**config.mk**
```make
export PLATFORM = sky130hd
export DESIGN_NAME = sdiv_unit
export DESIGN_NICKNAME = d
export VERILOG_FILES = /design/src/rtl/sdiv_pkg.sv /design/src/rtl/sdiv_core.sv /design/src/rtl/sdiv_irq.sv /design/src/rtl/sdiv_unit.sv
export SDC_FILE = /design/constraint.sdc
export NUM_CORES = 1
export LEC_CHECK = 0
export ABC_AREA = 0
export CORE_AREA = 2 2 244 174
export CTS_BUF_LIST = sky130_fd_sc_hd__clkbuf_4
export DETAILED_ROUTE_END_ITERATION = 8
export DIE_AREA = 0 0 246 176
export DONT_BUFFER_PORTS = 1
export GPL_TIMING_DRIVEN = 0
export MAX_ROUTING_LAYER = met4
export PLACE_DENSITY = 0.61
export SLEW_MARGIN = 5
export SYNTH_ARGS = -nofsm -noshare
export SYNTH_HDL_FRONTEND = slang
export SYNTH_SLANG_ARGS = --single-unit
```
**constraint.sdc**
```tcl
create_clock -name clk -period 12.6 [get_ports clk]
set_clock_uncertainty 0.05 [all_clocks]
set_input_delay 2.52 -clock clk [delete_from_list [all_inputs] [get_ports clk]]
set_output_delay 2.52 -clock clk [all_outputs]
set_load 0.005 [all_outputs]
```
**src/rtl/sdiv_pkg.sv**
```systemverilog
package sdiv_pkg;
  typedef enum logic [2:0] {
    REG_DIVISOR = 3'd0,
    REG_DVD32   = 3'd1,
    REG_CTRL    = 3'd2,
    REG_VEC     = 3'd3,
    REG_DVDHI   = 3'd4,
    REG_DVDLO   = 3'd5
  } reg_idx_e;

  localparam int CTRL_IE_BIT   = 0;
  localparam int CTRL_OVF_BIT  = 1;
  localparam int CTRL_BUSY_BIT = 2;
endpackage

```
**src/rtl/sdiv_core.sv**
```systemverilog
module sdiv_core #(
  parameter int DW = 32
) (
  input  logic          clk,
  input  logic          rst_n,
  input  logic          start,
  input  logic [DW-1:0] dvd_hi,
  input  logic [DW-1:0] dvd_lo,
  input  logic [DW-1:0] divisor,
  output logic          running,
  output logic          done,
  output logic [DW-1:0] quo,
  output logic [DW-1:0] rem,
  output logic          ovf
);
  localparam int CW = $clog2(DW) + 1;
  localparam logic [DW-1:0] MIN_MAG = {1'b1, {(DW-1){1'b0}}};

  function automatic logic [2*DW-1:0] mag2(input logic [2*DW-1:0] v);
    return v[2*DW-1] ? (~v + 1'b1) : v;
  endfunction

  function automatic logic [DW-1:0] mag1(input logic [DW-1:0] v);
    return v[DW-1] ? (~v + 1'b1) : v;
  endfunction

  // One shift-subtract step on magnitudes: returns {next_rem, next_quo}.
  function automatic logic [2*DW-1:0] shift_sub(input logic [DW-1:0] r,
                                                 input logic [DW-1:0] q,
                                                 input logic [DW-1:0] d);
    logic [DW:0] t;
    logic        b;
    t = {r, q[DW-1]};
    b = 1'b0;
    if (t >= {1'b0, d}) begin
      t = t - {1'b0, d};
      b = 1'b1;
    end
    return {t[DW-1:0], q[DW-2:0], b};
  endfunction

  logic [CW-1:0]   cnt;
  logic [DW-1:0]   rem_r, q_r, d_mag;
  logic            n_neg, d_neg, pre_ovf, fin;
  logic [2*DW-1:0] n_mag_in;
  logic [DW-1:0]   d_mag_in;
  logic            q_neg, q_fits;

  assign n_mag_in = mag2({dvd_hi, dvd_lo});
  assign d_mag_in = mag1(divisor);

  always_ff @(posedge clk or negedge rst_n) begin
    if (!rst_n) begin
      running <= 1'b0;
      fin     <= 1'b0;
      cnt     <= '0;
      rem_r   <= '0;
      q_r     <= '0;
      d_mag   <= '0;
      n_neg   <= 1'b0;
      d_neg   <= 1'b0;
      pre_ovf <= 1'b0;
    end else begin
      fin <= 1'b0;
      if (start) begin
        running <= 1'b1;
        cnt     <= '0;
        rem_r   <= n_mag_in[2*DW-1:DW];
        q_r     <= n_mag_in[DW-1:0];
        d_mag   <= d_mag_in;
        n_neg   <= dvd_hi[DW-1];
        d_neg   <= divisor[DW-1];
        pre_ovf <= (divisor == '0) || (n_mag_in[2*DW-1:DW] >= d_mag_in);
      end else if (running) begin
        {rem_r, q_r} <= shift_sub(rem_r, q_r, d_mag);
        cnt          <= cnt + 1'b1;
        if (cnt == CW'(DW-1)) begin
          running <= 1'b0;
          fin     <= 1'b1;
        end
      end
    end
  end

  assign q_neg  = n_neg ^ d_neg;
  assign q_fits = q_neg ? (q_r <= MIN_MAG) : ~q_r[DW-1];
  assign ovf    = pre_ovf | ~q_fits;
  assign quo    = ovf ? (q_neg ? MIN_MAG : ~MIN_MAG) : (q_neg ? (~q_r + 1'b1) : q_r);
  assign rem    = n_neg ? (~rem_r + 1'b1) : rem_r;
  assign done   = fin;

  // a normal result leaves a remainder smaller than the divisor
  assert_rem_below_divisor_R3: assert property (@(posedge clk) disable iff (!rst_n)
    (fin && !ovf) |-> (rem_r < d_mag));

  // a result only appears right after the iteration phase
  assert_done_after_run_R7: assert property (@(posedge clk) disable iff (!rst_n)
    fin |-> $past(running));
endmodule

```
**src/rtl/sdiv_irq.sv**
```systemverilog
module sdiv_irq #(
  parameter int VEC_W = 7
) (
  input  logic             clk,
  input  logic             rst_n,
  input  logic             ctrl_wr,
  input  logic [1:0]       ctrl_wdata,
  input  logic             vec_wr,
  input  logic [VEC_W-1:0] vec_wdata,
  input  logic             set_ovf,
  output logic             irq_en,
  output logic             ovf_flag,
  output logic [VEC_W-1:0] vec,
  output logic             irq,
  output logic [VEC_W-1:0] irq_vec
);
  import sdiv_pkg::*;

  always_ff @(posedge clk or negedge rst_n) begin
    if (!rst_n) begin
      irq_en   <= 1'b0;
      ovf_flag <= 1'b0;
    end else begin
      if (ctrl_wr) irq_en <= ctrl_wdata[CTRL_IE_BIT];
      if (set_ovf) ovf_flag <= 1'b1;
      else if (ctrl_wr && !ctrl_wdata[CTRL_OVF_BIT]) ovf_flag <= 1'b0;
    end
  end

  // Vector number is deliberately left out of reset.
  always_ff @(posedge clk) begin
    if (vec_wr) vec <= vec_wdata;
  end

  assign irq     = irq_en & ovf_flag;
  assign irq_vec = vec;

  // the flag only rises because a faulting division completed
  assert_flag_from_fault_R5: assert property (@(posedge clk) disable iff (!rst_n)
    $rose(ovf_flag) |-> $past(set_ovf));
endmodule

```
**src/rtl/sdiv_unit.sv**
```systemverilog
module sdiv_unit #(
  parameter int DW    = 32,
  parameter int AW    = 3,
  parameter int VEC_W = 7
) (
  input  logic             clk,
  input  logic             rst_n,
  input  logic             bus_sel,
  input  logic             bus_wr,
  input  logic [AW-1:0]    bus_addr,
  input  logic [DW/8-1:0]  bus_be,
  input  logic [DW-1:0]    bus_wdata,
  output logic [DW-1:0]    bus_rdata,
  output logic             bus_ready,
  output logic             irq_req,
  output logic [VEC_W-1:0] irq_vector
);
  import sdiv_pkg::*;

  localparam int BW = DW / 8;
  localparam logic [DW-1:0] SAT_POS = {1'b0, {(DW-1){1'b1}}};
  localparam logic [DW-1:0] SAT_NEG = {1'b1, {(DW-1){1'b0}}};

  function automatic logic [DW-1:0] lane_merge(input logic [DW-1:0] old,
                                               input logic [DW-1:0] wd,
                                               input logic [BW-1:0] be);
    logic [DW-1:0] m;
    m = old;
    for (int i = 0; i < BW; i++)
      if (be[i]) m[i*8 +: 8] = wd[i*8 +: 8];
    return m;
  endfunction

  reg_idx_e      idx;
  logic          busy, start_q, mode64_r;
  logic [DW-1:0] divisor_r, q32_r, lo_r, hi_r;
  logic [DW-1:0] q32_next;
  logic          operand_acc, acc_fire, wr_fire;
  logic          wr_divisor, wr_dvd32, wr_hi, wr_lo, wr_ctrl, wr_vec;
  logic          core_running, core_done, core_ovf;
  logic [DW-1:0] core_quo, core_rem;
  logic          wb_fire;
  logic          irq_en, ovf_flag;
  logic [VEC_W-1:0] vec;

  assign idx = reg_idx_e'(bus_addr[2:0]);

  assign operand_acc = (idx == REG_DIVISOR) || (idx == REG_DVD32) ||
                       (idx == REG_DVDHI)   || (idx == REG_DVDLO);
  assign busy      = start_q | core_running | core_done;
  assign bus_ready = ~(operand_acc & busy);
  assign acc_fire  = bus_sel & bus_ready;
  assign wr_fire   = acc_fire & bus_wr;

  assign wr_divisor = wr_fire && (idx == REG_DIVISOR);
  assign wr_dvd32   = wr_fire && (idx == REG_DVD32);
  assign wr_hi      = wr_fire && (idx == REG_DVDHI);
  assign wr_lo      = wr_fire && (idx == REG_DVDLO);
  assign wr_ctrl    = wr_fire && (idx == REG_CTRL) && bus_be[0];
  assign wr_vec     = wr_fire && (idx == REG_VEC) && bus_be[0];
  assign wb_fire    = core_done;

  assign q32_next = lane_merge(q32_r, bus_wdata, bus_be);

  always_ff @(posedge clk or negedge rst_n) begin
    if (!rst_n) begin
      divisor_r <= '0;
      q32_r     <= '0;
      lo_r      <= '0;
      start_q   <= 1'b0;
      mode64_r  <= 1'b0;
    end else begin
      start_q <= wr_dvd32 | wr_lo;
      if (wr_divisor) divisor_r <= lane_merge(divisor_r, bus_wdata, bus_be);
      if (wr_dvd32) begin
        q32_r    <= q32_next;
        mode64_r <= 1'b0;
      end
      if (wr_lo) begin
        lo_r     <= lane_merge(lo_r, bus_wdata, bus_be);
        mode64_r <= 1'b1;
      end
      if (wb_fire) begin
        if (mode64_r) lo_r <= core_quo;
        else          q32_r <= core_quo;
      end
    end
  end

  // Upper dividend word is deliberately left out of reset.
  always_ff @(posedge clk) begin
    if (wr_hi)         hi_r <= lane_merge(hi_r, bus_wdata, bus_be);
    else if (wr_dvd32) hi_r <= {DW{q32_next[DW-1]}};
    else if (wb_fire && !core_ovf) hi_r <= core_rem;
  end

  sdiv_core #(.DW(DW)) u_core (
    .clk     (clk),
    .rst_n   (rst_n),
    .start   (start_q),
    .dvd_hi  (hi_r),
    .dvd_lo  (mode64_r ? lo_r : q32_r),
    .divisor (divisor_r),
    .running (core_running),
    .done    (core_done),
    .quo     (core_quo),
    .rem     (core_rem),
    .ovf     (core_ovf)
  );

  sdiv_irq #(.VEC_W(VEC_W)) u_irq (
    .clk        (clk),
    .rst_n      (rst_n),
    .ctrl_wr    (wr_ctrl),
    .ctrl_wdata (bus_wdata[1:0]),
    .vec_wr     (wr_vec),
    .vec_wdata  (bus_wdata[VEC_W-1:0]),
    .set_ovf    (wb_fire & core_ovf),
    .irq_en     (irq_en),
    .ovf_flag   (ovf_flag),
    .vec        (vec),
    .irq        (irq_req),
    .irq_vec    (irq_vector)
  );

  always_comb begin
    bus_rdata = '0;
    unique case (idx)
      REG_DIVISOR: bus_rdata = divisor_r;
      REG_DVD32:   bus_rdata = q32_r;
      REG_CTRL: begin
        bus_rdata[CTRL_IE_BIT]   = irq_en;
        bus_rdata[CTRL_OVF_BIT]  = ovf_flag;
        bus_rdata[CTRL_BUSY_BIT] = busy;
      end
      REG_VEC:     bus_rdata[VEC_W-1:0] = vec;
      REG_DVDHI:   bus_rdata = hi_r;
      REG_DVDLO:   bus_rdata = lo_r;
      default:     bus_rdata = '0;
    endcase
  end

  // unused vector bits never show on a read
  assert_vec_upper_zero_R1: assert property (@(posedge clk) disable iff (!rst_n)
    (bus_sel && !bus_wr && idx == REG_VEC) |-> (bus_rdata[DW-1:VEC_W] == '0));

  // a 32-bit dividend write leaves the upper word as its sign
  assert_sign_fill_R2: assert property (@(posedge clk) disable iff (!rst_n)
    wr_dvd32 |=> (hi_r == {DW{q32_r[DW-1]}}));

  // a faulting division writes a saturated quotient and keeps the upper word
  assert_saturate_R4: assert property (@(posedge clk) disable iff (!rst_n)
    (wb_fire && core_ovf) |=> (((mode64_r ? lo_r : q32_r) == SAT_POS) ||
                               ((mode64_r ? lo_r : q32_r) == SAT_NEG)) && $stable(hi_r));

  // control and vector accesses always complete at once
  assert_ctrl_never_stalls_R8: assert property (@(posedge clk) disable iff (!rst_n)
    (bus_sel && (idx == REG_CTRL || idx == REG_VEC)) |-> bus_ready);
endmodule

```
# Word level (Yosys, flattened, before mapping)
# Index checks and enable logic that the tools add are counted.
[totals]
ff_bits = 246
latch_bits = 0
ram_bits = 0
rom_bits = 0
in_bits = 43
out_inout_bits = 41
elab_cells = 140
mem_count = 0
[op_classes]
addsub = 6
multipliers = 0
div = 0
n_lt_le_gt_ge = 3
eq_ne = 10
shifts = 0
mux = 50
bitwise = 17
reduce_logical = 30
[op_table]
columns = ["operator", "count"]
rows = [
  ["two-way mux 32 bit", 20],
  ["one-hot mux 25 bit (4 select lines)", 1],
  ["adder 32 x 1 -> 32 bit, second input constant", 3],
  ["two-way mux 8 bit", 12],
  ["inverter 32 bit", 3],
  ["adder 64 x 1 -> 64 bit, second input constant", 1],
  ["two-way mux 64 bit", 1],
  ["inverter 64 bit", 1],
  ["greater-or-equal comparator 33 x 32 -> 1 bit", 1],
  ["greater-or-equal comparator 32 bit", 1],
  ["<= comparator 32 bit, second input constant", 1],
  ["logical NOT 32 bit", 1],
  ["subtractor 32 bit", 1],
  ["one-hot mux 4 bit (5 select lines)", 1],
  ["one-hot mux 3 bit (6 select lines)", 1],
  ["AND reduction 2 bit", 8],
  ["two-way mux 1 bit", 12],
  ["two-way mux 6 bit", 2],
  ["logical AND 1 bit", 10],
  ["inequality test 2 bit, second input constant", 4],
  ["adder 6 x 1 -> 6 bit, second input constant", 1],
  ["equality test 3 x 2 -> 1 bit, second input constant", 2],
  ["equality test 3 bit, second input constant", 2],
  ["equality test 6 x 5 -> 1 bit, second input constant", 1],
  ["other kinds (10)", 25],
]

# Longest topological paths before layout
[depth]
depth_word = 13
depth_mapped = 25
mapped_depth_nobuf = 17

# Hierarchy
# Synthesis repeated with hierarchy kept, for this count alone.
[hier_totals]
hier_cells = 2109
hier_area_um2 = 18296.3
[modules_own_cells]
columns = ["mod", "instances", "cells_per_inst", "area_each_um2", "seq_area_each_um2"]
rows = [
  ["sdiv_core", 1, 1390, 10894.2, 2677.6],
  ["sdiv_unit", 1, 699, 7054.3, 3413.3],
  ["sdiv_irq", 1, 20, 347.8, 260.2],
]

# Least setup slack after synthesis
# No wires, ideal clock.
[synth_path]
path_kind = "input to output"
start = "in bus_addr[0]"
end = "out bus_rdata[12]"
arrival_time_ns = 4.044
required_time_ns = 10.030
setup_slack_ns = 5.986
stages = 6
cell_sequence = "clkbuf_1 > inv_1 > nor3_1 > clkbuf_1 > a22o_1 > a221o_1"
[synth_between]
elab_chain_len = 2
elab_cells_between_ends = 5
[synth_lines]
columns = ["element", "line", "source"]
rows = [
  ["from (decl)", "sdiv_unit.sv:10", "input logic [AW-1:0] bus_addr,"],
  ["equality test 3 bit (tied with other cells)", "sdiv_unit.sv:128", "unique case (idx)"],
  ["one-hot mux 25 bit (4 select lines) (*)", "sdiv_unit.sv:128", ""],
  ["to (decl)", "sdiv_unit.sv:13", "output logic [DW-1:0] bus_rdata,"],
]
# Mark *: on every way between the ends. The rest lies on a longest branch, timed or not.

# Worst setup path after layout
[layout_path]
start = "reg mode64_r"
end = "reg u_core.pre_ovf"
[layout_between]
elab_chain_len = 6
[layout_lines]
columns = ["element", "line", "source"]
rows = [
  ["from (decl)", "sdiv_unit.sv:35", "logic busy, start_q, mode64_r;"],
  ["from (signal assigned)", "sdiv_unit.sv:71", "mode64_r <= 1'b0;"],
  ["from (signal assigned)", "sdiv_unit.sv:77", "mode64_r <= 1'b0;"],
  ["from (signal assigned)", "sdiv_unit.sv:81", "mode64_r <= 1'b1;"],
  ["two-way mux 32 bit", "sdiv_unit.sv:102", ".dvd_lo (mode64_r ? lo_r : q32_r),"],
  ["inverter 64 bit", "sdiv_core.sv:20", "return v[2*DW-1] ? (~v + 1'b1) : v;"],
  ["adder 64 x 1 -> 64 bit", "sdiv_core.sv:20", ""],
  ["two-way mux 64 bit", "sdiv_core.sv:20", ""],
  ["greater-or-equal comparator 32 bit", "sdiv_core.sv:73", "pre_ovf <= (divisor == '0) || (n_mag_in[2*DW-1:DW] >= d_mag_in);"],
  ["logical OR 1 bit", "sdiv_core.sv:73", ""],
  ["to (signal assigned)", "sdiv_core.sv:73", ""],
  ["to (decl)", "sdiv_core.sv:44", "logic n_neg, d_neg, pre_ovf, fin;"],
]
# Every way passes these cells.
# A chain may end at the register's enable or synchronous reset.

==> impl_metrics.json <==
{
  "status": "finished, final reports clean",
  "root_buffer": "clkbuf_4",
  "ys_seq_elements": 246,
  "synthCells": 2042,
  "grt_usage": 0.345,
  "antenna_left": 0,
  "die_area_mm2": 0.0433,
  "cp_cell_sequence": "buf_4, buf_6, buf_2, buf_1, buf_1, clkbuf_1, buf_2, mux2i_1, ha_1, nand3_1, nor4_2, nand4_1, buf_2, o41ai_2, xnor2_1, ha_1, nand4_1, or2_2, nor3_1, o21ai_0, a311oi_1, o32a_1",
  "slew_violations": 0,
  "clock-sinks": 246,
  "finalSetupTns_ns": 0,
  "cp-end-kind": "flop",
  "critPathKind": "flop to flop",
  "clkLatencyLatePin_ns": 0.78,
  "ctsHoldBuffers": 0,
  "synth_cell_types": 81,
  "start_util": 0.449,
  "cts_max_level": 3,
  "globalplace.congestion": 1.03,
  "syn_area_per_cell_um2": 8.96,
  "postCtsSetupBuffers": 0,
  "drt-vias-per-instance": 6.48,
  "critPathArrivalTime_ns": 8.86,
  "yosysMostFrequentCell": "dfrtp_1",
  "synthFlopType": "dfrtp_1",
  "yosys.area.top_type_share": 0.283,
  "numPortBuffers": 0,
  "setup_viol": 0,
  "dp_hpwl_um": 56700,
  "area_delta_synth_final_pct": 8.71,
  "antenna_found_initial": 1,
  "drive_above_1_share": 0.0907,
  "p_per_area_mw_per_mm2": 260,
  "start_kind": "flop",
  "hold_start": "u_core.d_mag[27]$_DFFE_PN0P_",
  "max-cap-violations": 0,
  "synth_warnings": 0,
  "path_max_fanout": 10,
  "dpl.cell_count": 2586,
  "rows": 62,
  "reg2reg_slack_ns": 4.40,
  "grt_max_degree": 208,
  "cpPeakStageDelay_ns": 0.65,
  "slew_headroom": 0.0830,
  "cts_max_path_buffers": 3,
  "synthTopCellsByCount": "dfrtp_1 (207), a21oi_1 (185), mux2i_1 (181)",
  "die_y_um": 176,
  "cts_tree": "yes",
  "crit_buf_inv": 8,
  "grt_pass1_wl_um": 107000,
  "p_leak_nw": 8.67,
  "fin_crit_sh": 0.650,
  "cp.depth": 22,
  "crit_path_end": "u_core.pre_ovf$_DFFE_PN0P_",
  "finalInstanceArea_mm2": 0.0199,
  "rr_worst_depth": 22,
  "core_mm2": 0.0407,
  "crit_start": "mode64_r$_DFFE_PN0P_",
  "vias": 17539,
  "remaining_drc_errors": 0,
  "grt_pass1_vias": 16352,
  "rsz0062_at_grt": "no",
  "critical_path.top_delay_family": "buffers and inverters",
  "layout_min_cycle_time_ns": 8.20,
  "cts-resized-gates": 0,
  "hp-class": "flop to flop",
  "max_freq_ghz": 0.122,
  "synthesis.nets": 2155,
  "synth_edf_count": 39,
  "seq_area_frac_synth": 0.347,
  "synth_area_mm2": 0.0183,
  "worst-endpoint-required_ns": 13.27,
  "synthArstFlopShare": 0.841,
  "grt.overflow.total": 0,
  "post-route-util": 0.488,
  "path_clk_slew_ns": 0.08,
  "layout.nets": 2225,
  "yosysTopAreaCell": "dfrtp_1",
  "crit_path_top_delay_cell": "buf_1",
  "r2r-end": "u_core.pre_ovf$_DFFE_PN0P_",
  "post_dp_cell_area_mm2": 0.0190,
  "first_pass_iters": 6,
  "r2r-start": "mode64_r$_DFFE_PN0P_",
  "cpMostUsedCell": "buf_2",
  "die_w_um": 246,
  "worst_ir_drop_vdd_mv": 0.160,
  "finalHoldViolations": 0,
  "ios": 84,
  "routed_wl_um": 72800,
  "wire_per_inst_um": 26.9,
  "tightest_slew_ns": 1.38,
  "layout.cells.non_filler": 2706,
  "drtIter0Drc": 2388,
  "synth_area_leaders": "dfrtp_1 (28%), mux2i_1 (9.9%), edfxtp_1 (6.4%), a21oi_1 (5.1%), ha_1 (4.7%)",
  "cts_inserted_buffers": 68
}
## worst min-delay path, delay by kind of cell (launching register included)
kind            cells  cell delay [ns]
flops               1             0.35
compound gates      1             0.10
simple gates        1             0.04
## layer usage
metal	wire length (um)	up-vias	GRT usage
met5	0	-	-
met4	1560	0	0.0778
met3	9720	111	0.118
met2	28200	1002	0.445
met1	33300	8685	0.508
li1	-	7741	-
## report_power, final
group / internal, mW / switching (mW) / total (mW)
registers: 1.13 / 0.425 / 1.56
clock network: 0.410 / 0.387 / 0.796
logic: 1.10 / 1.71 / 2.81
## cells by family (layout without fill, tap and decap cells)
group | Yosys count | after routing | synth area share
compound gates | 634 | 634 | 0.219
simple gates | 534 | 534 | 0.146
flops | 246 | 246 | 0.347
mux | 227 | 227 | 0.129
buf+inv | 180 | 299 | 0.0382
xor+xnor | 151 | 151 | 0.0723
fa+ha+maj | 70 | 70 | 0.0483
other cells | 0 | 1 | 0
## placed cells by master (no fill, tap or decap), drive strengths merged, types with 10 or more instances in the layout
cell type,instances
nor4,17
o41ai,18
and3,25
nand2b,16
buf,21
o22a,10
nor2b,12
o31ai,36
edfxtp,39
xnor2,61
mux2i,181
nand2,147
xor2,90
and2,17
clkbuf,202
ha,69
a22o,27
a21oi,185
dfrtp,207
o22ai,22
a21o,38
a31oi,15
o21ai,176
nor2,128
mux2,43
or3,31
inv,61
clkinv,13
or4,13
or2,13
a22oi,11
o21a,14
nand4,21
nand3,26
nor3,47
a211oi,13
a221o,26
## final cells by class
class	count	area (um2)
clock buffers	102	766
clock inverters	17	118
diodes	1	2.50
well taps	544	681
flip-flops and latches	246	6350
plain buffers	121	477
inverters	59	221
fillers	3994	20800
multi-input cells	1616	11300
## sequential cells by signal (all words and copies together) (netlist names), 6 cells and up
signal         flops
lo_r              32
u_core.rem_r      32
u_core.d_mag      32
hi_r              32
u_irq.irq_vec      7
divisor_r         32
q32_r             32
u_core.q_r        32
u_core.cnt         6
## worst min path at each step
stage	end	slack, ns	depth (start not counted)
after floorplan	u_irq.ovf_flag$_DFFE_PN0P_	0.43	2
after global placement	u_irq.irq_en$_DFFE_PN0P_	0.46	1
after detailed placement	u_core.d_mag[27]$_DFFE_PN0P_	0.47	2
after CTS	u_core.d_mag[28]$_DFFE_PN0P_	0.48	2
after global routing	u_core.d_mag[28]$_DFFE_PN0P_	0.50	2
final	u_core.d_mag[27]$_DFFE_PN0P_	0.48	2
## stage by stage
step	power (mW)	hold slack [ns]	setup WS [ns]
6_report	5.16	0.480	4.40
5_1_grt	5.50	0.498	4.44
4_1_cts	5.07	0.482	4.86
3_5_place_dp	4.27	0.469	4.92
3_3_place_gp	4.21	0.456	4.85
2_1_floorplan	3.42	0.427	5.99
No activity file was read; power rests on OpenSTA's default activity.
